File: src/rtl/zg_pkg.sv
package zg_pkg;

  localparam int ZONE_W = 2;
  localparam int OP_W   = 4;

  typedef enum logic [1:0] {
    VERD_GO    = 2'b00,
    VERD_FAULT = 2'b01,
    VERD_NOP   = 2'b10
  } verdict_e;

  typedef enum logic [OP_W-1:0] {
    OP_LOAD      = 4'd0,
    OP_STORE     = 4'd1,
    OP_DC_ALLOC  = 4'd2,
    OP_DC_FLUSH  = 4'd3,
    OP_DC_INVAL  = 4'd4,
    OP_DC_STBACK = 4'd5,
    OP_DC_TOUCH  = 4'd6,
    OP_DC_TOUCHW = 4'd7,
    OP_DC_ZERO   = 4'd8,
    OP_DC_CCINV  = 4'd9,
    OP_DC_READ   = 4'd10,
    OP_IC_INVAL  = 4'd11,
    OP_IC_TOUCH  = 4'd12,
    OP_IC_CCINV  = 4'd13,
    OP_IC_READ   = 4'd14,
    OP_RSVD      = 4'd15
  } op_e;

  // User level with zone 00 loses all access.
  function automatic logic zone_denies(input logic [ZONE_W-1:0] z, input logic sup);
    return !sup && (z == 2'b00);
  endfunction

  // Write granted by entry bit, by zone 11, or by zone 10 at supervisor level.
  function automatic logic write_denies(input logic [ZONE_W-1:0] z, input logic sup,
                                        input logic wr);
    logic granted;
    granted = wr || (z == 2'b11) || (sup && (z == 2'b10));
    return !granted;
  endfunction

  function automatic verdict_e judge(input op_e op, input logic [ZONE_W-1:0] z,
                                     input logic sup, input logic wr, input logic xlat);
    logic zd;
    logic wd;
    verdict_e v;
    zd = zone_denies(z, sup);
    wd = write_denies(z, sup, wr);
    v  = VERD_GO;
    if (xlat) begin
      case (op)
        OP_LOAD:                              v = zd ? VERD_FAULT : VERD_GO;
        OP_STORE, OP_DC_ZERO:                 v = (zd || wd) ? VERD_FAULT : VERD_GO;
        OP_DC_ALLOC:                          v = (zd || wd) ? VERD_NOP : VERD_GO;
        OP_DC_FLUSH, OP_DC_STBACK, OP_IC_INVAL: v = zd ? VERD_FAULT : VERD_GO;
        OP_DC_INVAL, OP_DC_CCINV:             v = wd ? VERD_FAULT : VERD_GO;
        OP_DC_TOUCH, OP_DC_TOUCHW:            v = zd ? VERD_NOP : VERD_GO;
        default:                              v = VERD_GO;
      endcase
    end
    return v;
  endfunction

endpackage

File: src/rtl/zg_zone_file.sv
module zg_zone_file #(
  parameter int NUM_ZONES = 16,
  parameter int ZONE_W    = 2,
  localparam int REG_W    = NUM_ZONES * ZONE_W,
  localparam int IDX_W    = $clog2(NUM_ZONES)
) (
  input  logic              clk,
  input  logic              rst_n,
  input  logic              we,
  input  logic [REG_W-1:0]  wdata,
  input  logic [IDX_W-1:0]  sel,
  output logic [ZONE_W-1:0] zone
);

  logic [REG_W-1:0]  word_q;
  logic [ZONE_W-1:0] fields [NUM_ZONES];

  always_ff @(posedge clk or negedge rst_n) begin
    if (!rst_n)  word_q <= '0;
    else if (we) word_q <= wdata;
  end

  // Zone 0 sits in the most significant field.
  for (genvar n = 0; n < NUM_ZONES; n++) begin : g_field
    assign fields[n] = word_q[REG_W-1-ZONE_W*n -: ZONE_W];
  end

  assign zone = fields[sel];

endmodule

File: src/rtl/zg_rule_eval.sv
module zg_rule_eval
  import zg_pkg::*;
(
  input  logic [OP_W-1:0]   op,
  input  logic [ZONE_W-1:0] zone,
  input  logic              sup,
  input  logic              wr,
  input  logic              xlat,
  output verdict_e          verdict
);

  assign verdict = judge(op_e'(op), zone, sup, wr, xlat);

endmodule

File: src/rtl/zg_verdict_reg.sv
module zg_verdict_reg
  import zg_pkg::*;
(
  input  logic     clk,
  input  logic     rst_n,
  input  logic     in_valid,
  input  verdict_e in_verdict,
  output logic     out_valid,
  output verdict_e out_verdict
);

  always_ff @(posedge clk or negedge rst_n) begin
    if (!rst_n) begin
      out_valid   <= 1'b0;
      out_verdict <= VERD_GO;
    end else begin
      out_valid <= in_valid;
      if (in_valid) out_verdict <= in_verdict;
    end
  end

endmodule

File: src/rtl/zone_guard.sv
module zone_guard
  import zg_pkg::*;
#(
  parameter int NUM_ZONES = 16,
  localparam int REG_W    = NUM_ZONES * ZONE_W,
  localparam int IDX_W    = $clog2(NUM_ZONES)
) (
  input  logic              clk,
  input  logic              rst_n,
  input  logic              zpr_we,
  input  logic [REG_W-1:0]  zpr_wdata,
  input  logic              req_valid,
  input  logic [IDX_W-1:0]  req_zone,
  input  logic              req_wr,
  input  logic [OP_W-1:0]   req_op,
  input  logic              req_sup,
  input  logic              req_xlat,
  output logic              rsp_valid,
  output logic [1:0]        rsp_verdict
);

  // Named internal events, visible to the bound checker.
  logic [ZONE_W-1:0] zone_val;
  verdict_e          verdict_next;
  verdict_e          verdict_q;

  zg_zone_file #(.NUM_ZONES(NUM_ZONES), .ZONE_W(ZONE_W)) u_zones (
    .clk   (clk),
    .rst_n (rst_n),
    .we    (zpr_we),
    .wdata (zpr_wdata),
    .sel   (req_zone),
    .zone  (zone_val)
  );

  zg_rule_eval u_rule (
    .op      (req_op),
    .zone    (zone_val),
    .sup     (req_sup),
    .wr      (req_wr),
    .xlat    (req_xlat),
    .verdict (verdict_next)
  );

  zg_verdict_reg u_out (
    .clk         (clk),
    .rst_n       (rst_n),
    .in_valid    (req_valid),
    .in_verdict  (verdict_next),
    .out_valid   (rsp_valid),
    .out_verdict (verdict_q)
  );

  assign rsp_verdict = verdict_q;

endmodule

File: config.mk
export PLATFORM = sky130hd
export DESIGN_NAME = zone_guard
export DESIGN_NICKNAME = d
export VERILOG_FILES = /design/src/rtl/zg_pkg.sv /design/src/rtl/zg_zone_file.sv /design/src/rtl/zg_rule_eval.sv /design/src/rtl/zg_verdict_reg.sv /design/src/rtl/zone_guard.sv
export SDC_FILE = /design/constraint.sdc
export NUM_CORES = 1
export LEC_CHECK = 0
export CAP_MARGIN = 10
export CORE_ASPECT_RATIO = 0.75
export CORE_MARGIN = 3
export CORE_UTILIZATION = 47
export CTS_CLUSTER_SIZE = 14
export DETAILED_ROUTE_END_ITERATION = 6
export GPL_ROUTABILITY_DRIVEN = 0
export MAX_ROUTING_LAYER = met4
export PLACE_DENSITY = 0.9
export SYNTH_ARGS = -nofsm -noshare
export SYNTH_HDL_FRONTEND = slang
export SYNTH_SLANG_ARGS = --single-unit
File: constraint.sdc
create_clock -name clk -period 2 [get_ports clk]
set_input_delay 0.4 -clock clk [delete_from_list [all_inputs] [get_ports clk]]
set_output_delay 0.4 -clock clk [all_outputs]
set_load 0.1 [all_outputs]
=== After elaboration in Yosys (flattened, before gate mapping) ===
Index checks and enable logic that the tools add are counted.

* Magnitude comparators: 1
* Equal/unequal tests: 12
* Mux-type cells: 10
* Bitwise logic cells: 1
* Reductions and logical operators: 13

{| class="wikitable"
|+ Operator list
! cell !! count
|-
| $eq 4x3->1 const B || 4
|-
| $eq 4x4->1 const B || 3
|-
| $mux 2 || 5
|-
| $pmux 2 s5 || 1
|-
| $bmux 2 s4 || 1
|-
| $eq 4x2->1 const B || 2
|-
| $reduce_or 2->1 || 3
|-
| $ge 5x5->1 const B || 1
|-
| $not 4->5 || 1
|-
| $eq 2x2->1 const B || 2
|-
| $eq 4x1->1 const B || 1
|-
| $logic_not 4->1 || 1
|-
| $reduce_or 4->1 || 1
|-
| $logic_or 1x1->1 || 3
|-
| $mux 1 || 3
|-
| $logic_and 1x1->1 || 2
|-
| $logic_not 1->1 || 2
|-
| $logic_not 2->1 || 1
|}

* Register bits after elaboration: 35
* Input bits: 47
* Output and inout bits: 3
* Word-level logic and storage cells: 40

=== Logic depth before layout (Yosys ltp) ===
* Word-level depth: 12
* Mapped depth: 6
* Mapped depth without buffers: 5

=== Cells and area by module ===
From an unflattened synthesis, not the netlist that was laid out.

* Cell total of the unflattened synthesis: 117
* Area, all modules: 1711.6 sq um

{| class="wikitable"
|+ Modules (own cells, without submodules)
! module !! times used !! cells an instance !! area each (sq um) !! sequential area each (sq um)
|-
| zg_zone_file || 1 || 89 || 1448.9 || 800.8
|-
| zg_rule_eval || 1 || 23 || 165.2 || 0.0
|-
| zg_verdict_reg || 1 || 5 || 97.6 || 75.1
|}

=== Least setup slack after synthesis ===
No wires, ideal clock.

* Kind: in2reg
* From: in req_zone[0]
* To: reg u_out.out_verdict[1]
* Setup time: 86 ps
* Arrival: 1578 ps
* Required time: 1914 ps
* Path slack: 336 ps
* Cell stages on the path: 6
* Buffers on the path: 1
* Cell sequence: buf_6 > mux2_4 > or3_1 > a41oi_2 > a211oi_1 > nor3_1

* Longest elaborated chain between the ends: 12
* Elaborated cells on any way between the ends: 17
* Those cells by class: 2 x eq/ne; 7 x mux; 1 x bitwise; 7 x reduce/logical

{| class="wikitable"
|+ RTL lines
! item !! RTL line !! source
|-
| start, declared || zone_guard.sv:13 || <nowiki>input logic [IDX_W-1:0] req_zone,</nowiki>
|-
| $not 4->5 (not written as such) (*) || zg_zone_file.sv:28 || <nowiki>assign zone = fields[sel];</nowiki>
|-
| $bmux 2 s4 (*) || zg_zone_file.sv:28 ||
|-
| $mux 2 (not written as such) (*) (2 in series) || zg_zone_file.sv:28 ||
|-
| $eq 2x2->1 || zg_pkg.sv:40 || <nowiki>granted = wr || (z == 2'b11) || (sup && (z == 2'b10));</nowiki>
|-
| $logic_or 1x1->1 or $logic_and 1x1->1 (tied branches) || zg_pkg.sv:40 ||
|-
| $logic_or 1x1->1 || zg_pkg.sv:40 ||
|-
| $logic_not 1->1 || zg_pkg.sv:41 || <nowiki>return !granted;</nowiki>
|-
| $logic_or 1x1->1 || zg_pkg.sv:56 || <nowiki>OP_DC_ALLOC: v = (zd || wd) ? VERD_NOP : VERD_GO;</nowiki>
|-
| $mux 2 || zg_pkg.sv:56 ||
|-
| $pmux 2 s5 (*) || zg_pkg.sv:53 || <nowiki>case (op)</nowiki>
|-
| $mux 2 (*) || zg_pkg.sv:52 || <nowiki>if (xlat) begin</nowiki>
|-
| end signal, assigned || zg_verdict_reg.sv:18 || <nowiki>if (in_valid) out_verdict <= in_verdict;</nowiki>
|-
| end, declared || zg_verdict_reg.sv:9 || <nowiki>output verdict_e out_verdict</nowiki>
|}

Every way passes the cells marked *; elsewhere a longest branch is shown, timed or not. The select of a mux whose other input is x is not followed.
A chain may end at the register's enable or synchronous reset.

=== Worst setup path after layout ===
* From: in req_zone[1]
* To: reg u_out.out_verdict[1]

The elaborated chain is that of the path after synthesis.

==> reports/metrics.csv <==
stage,metric,value,unit
drt,Top Metal Used,met4,
setup_path,type of origin of the critical path,input pin,
synthesis,Synth Register Bits,35,
pwr,Leak,1.00,nW
timing,Hold Fails Final Rpt,0,
drt,via/cell ratio,5.27,
cts,CTS root buffer,clkbuf_8,
setup_path,Buf/Inv on CP,2,
synthesis,Mapped Cells,118,
cells_and_area,area grow syn2layout,38.6,%
grt,initial antenna violation count,0,
setup_path,critical path type,in -> reg,
cts,"Clk Latency, worst-skew pair",0.28,ns
timing,setup TNS,0,ns
synthesis,"count leader, synth",dfrtp_1,
synthesis,synthesized area,0.00172,mm2
cts,Post-CTS Setup Bufs,0,
synthesis,largest area contributor in the netlist,dfrtp_1,
setup_path,worst setup path endpoint,u_out.out_verdict[1],
pwr,Overall Power,1.73,mW
synthesis,"EDFF count, synth",0,
placement,hpwl dp,2.79,mm
synthesis,"Primary FF master, synth",dfrtp_1,
setup_path,Reg2Reg Depth,5,
setup_path,"Data arrival, critical path",2.01,ns
placement,Setup WS pre-CTS,-0.299,ns
synthesis,largest cells by area after synthesis,"dfrtp_1, mux2_1, mux2_2",
cells_and_area,NumNets Final,221,
min_path,WHS Path Cells,1,
pwr,Power Density,725,mW/mm2
die,Chip Height,58.5,um
synthesis,asr flop ratio synth,100,%
timing,fmax,551,MHz
drt,routed wl met2,1.69,mm
synthesis,"Distinct cells, synth",29,
drt,met1 WL,1.60,mm
drt,Routed Antenna Nets,0,
grt,vias in the first global route,1317,
timing,minimum clock period,1.81,ns
drt,Routed WL per cell,16.0,um
grt,first-pass GRT wire length,6.18,mm
timing,measured slew at the worst slew-check pin,0.432,ns
cts,clk sinks,35,
setup_path,largest fanout on the critical path,6,
timing,endpoints failing setup,0,
cells_and_area,share of layout cells above drive strength 1,21.3,%
setup_path,Worst R2R End,u_out.out_verdict[1],
setup_path,cell family with the largest share of critical-path delay,buffers and inverters,
grt,largest net degree at the start of global routing,36,
synthesis,Synth top cells by count,"dfrtp_1, mux2_1, mux2_2, mux2i_1",
drt,Pre-antenna DRT Iters,4,
synthesis,Yosys top cell area share,50.8,%
job,Max Cap Viol,0,
timing,Final WS setup,0.187,ns
grt,total gr overflow,0,
timing,final period utilization,90.7,%
drt,Vias,1181,
setup_path,r2r setup slk,0.39,ns
die,Core ar.,0.00340,mm2
die,DIE AREA,0.00444,mm2
setup_path,Critical Path End Type,register,
timing,worst relative slew slack,71.2,%
grt,Overall Global Routing Usage,18.9,%
timing,RSZ-0062 raised after global routing,false,
cts,CTS tree,done,
timing,Worst Skew,0.00423,ns
synthesis,syn_nets,165,
die,row cnt,18,
drt,metal3 WL,238,um
drt,WL final,3.58,mm
cts,H-Tree Depth,2,
min_path,worst hold path type,reg -> reg,
placement,Port Buf Inserts,49,
setup_path,Crit path largest cell delay,0.46,ns
cts,cts bufs inserted,5,
setup_path,Crit. Startpoint,req_zone[1],
drt,DR DRC count,0,
setup_path,slowest CP cell,clkdlybuf4s50_1,
setup_path,worst r2r src,u_zones.fields[6],
die,die width,75.9,um
synthesis,Ys Warns,0,
synthesis,"Seq/Total Area, Yosys",50.8,%
cts,Worst-path clk slew,0.06,ns
pwr,worst vdd ir,0.557,mV
die,Top Ports,50,
setup_path,Critical Path RT,2.19,ns
setup_path,crit path cell chain,clkdlybuf4s50_1 > buf_4 > or3_1 > a41oi_2 > a211oi_1 > nor3_1,
cells_and_area,antenna cells,0,
status,outcome,finished clean,
setup_path,Critical Path Stages,6,
die,Starting Density,50.7,%
timing,Max Transition Viols Final,0,
synthesis,syn_area_per_cell,14.6,um2
drt,drt first-iter violations,32,
cts,Clock Path Buffers,2,
[timing repair]
item                                    in CTS  in global routing
endpoints found under the setup margin       1                  1
gates resized for setup                      1                  1
hold buffers                                 0                  0
[routing by layer]
layer | vias to the layer above | track usage [%]
met5 | - | -
met4 | 0 | 6.20
met3 | 9 | 7.34
met2 | 44 | 29.8
met1 | 578 | 22.8
li1 | 550 | -
[cell type report]
class | count | area (um2)
Clock buffer | 6 | 72.6
Fill cell | 253 | 1010
Clock inverter | 1 | 30.0
Sequential cell | 35 | 876
Inverter | 2 | 7.51
Timing Repair Buffer | 56 | 549
Multi-Input combinational cell | 74 | 792
Tap cell | 50 | 62.6
[logic make-up after synthesis]
family	Yosys count	share of synthesized area (%)
multiplexers	48	34.6
flip-flops	35	50.8
AND/OR/NAND/NOR	15	5.73
AO/OA/AOI/OAI	10	5.08
buffers and inverters	9	3.27
XOR/XNOR	1	0.508
[worst reg2reg max path: cells and delay by family (launching register included)]
family          cells  cell delay [ns]
simple gates        2             0.53
flops               1             0.38
compound gates      2             0.36
mux                 1             0.27
[power breakdown]
part,internal [mW],total [mW],switching (mW)
logic,0.197,0.332,0.135
registers,0.776,0.810,0.0339
clock network,0.365,0.590,0.225
[worst min-delay path by stage]
stage                       start                 end
6_report       u_zones.fields[20]  u_zones.fields[20]
5_1_grt        u_zones.fields[12]  u_zones.fields[12]
4_1_cts        u_zones.fields[20]  u_zones.fields[20]
3_5_place_dp   u_zones.fields[20]  u_zones.fields[20]
3_3_place_gp   u_zones.fields[18]  u_zones.fields[18]
2_1_floorplan               rst_n     u_out.out_valid
[sequential cells by signal, summed over array words and instances, names as in the netlist]
signal	count
u_out.out_valid	1
u_out.out_verdict	2
u_zones.fields	32
[layout by cell type, fill, tap and decap left out, types with 2 or more instances in the layout]
cell / synthesis / final
a211oi_1: 2 / 2
a32oi_1: 2 / 2
buf_4: 0 / 9
clkbuf_8: 0 / 5
clkdlybuf4s50_1: 0 / 44
dfrtp_1: 35 / 35
inv_1: 2 / 2
mux2_1: 23 / 23
mux2_2: 9 / 9
mux2_4: 2 / 2
mux2i_1: 9 / 9
mux4_2: 4 / 4
nand2_1: 3 / 3
nor2_1: 4 / 4
nor3_1: 2 / 2
[through the flow]
step	utilization, %	hold WS (ns)	instance area [um2]	instances
finish	70.3	0.477	2390	224
global route	70.3	0.502	2390	224
CTS	70.2	0.484	2390	224
detailed placement	67.2	0.469	2290	217
global placement	67.2	0.460	2290	217
floorplan	-	0.104	1720	118
No activity file was read; power rests on OpenSTA's default activity.
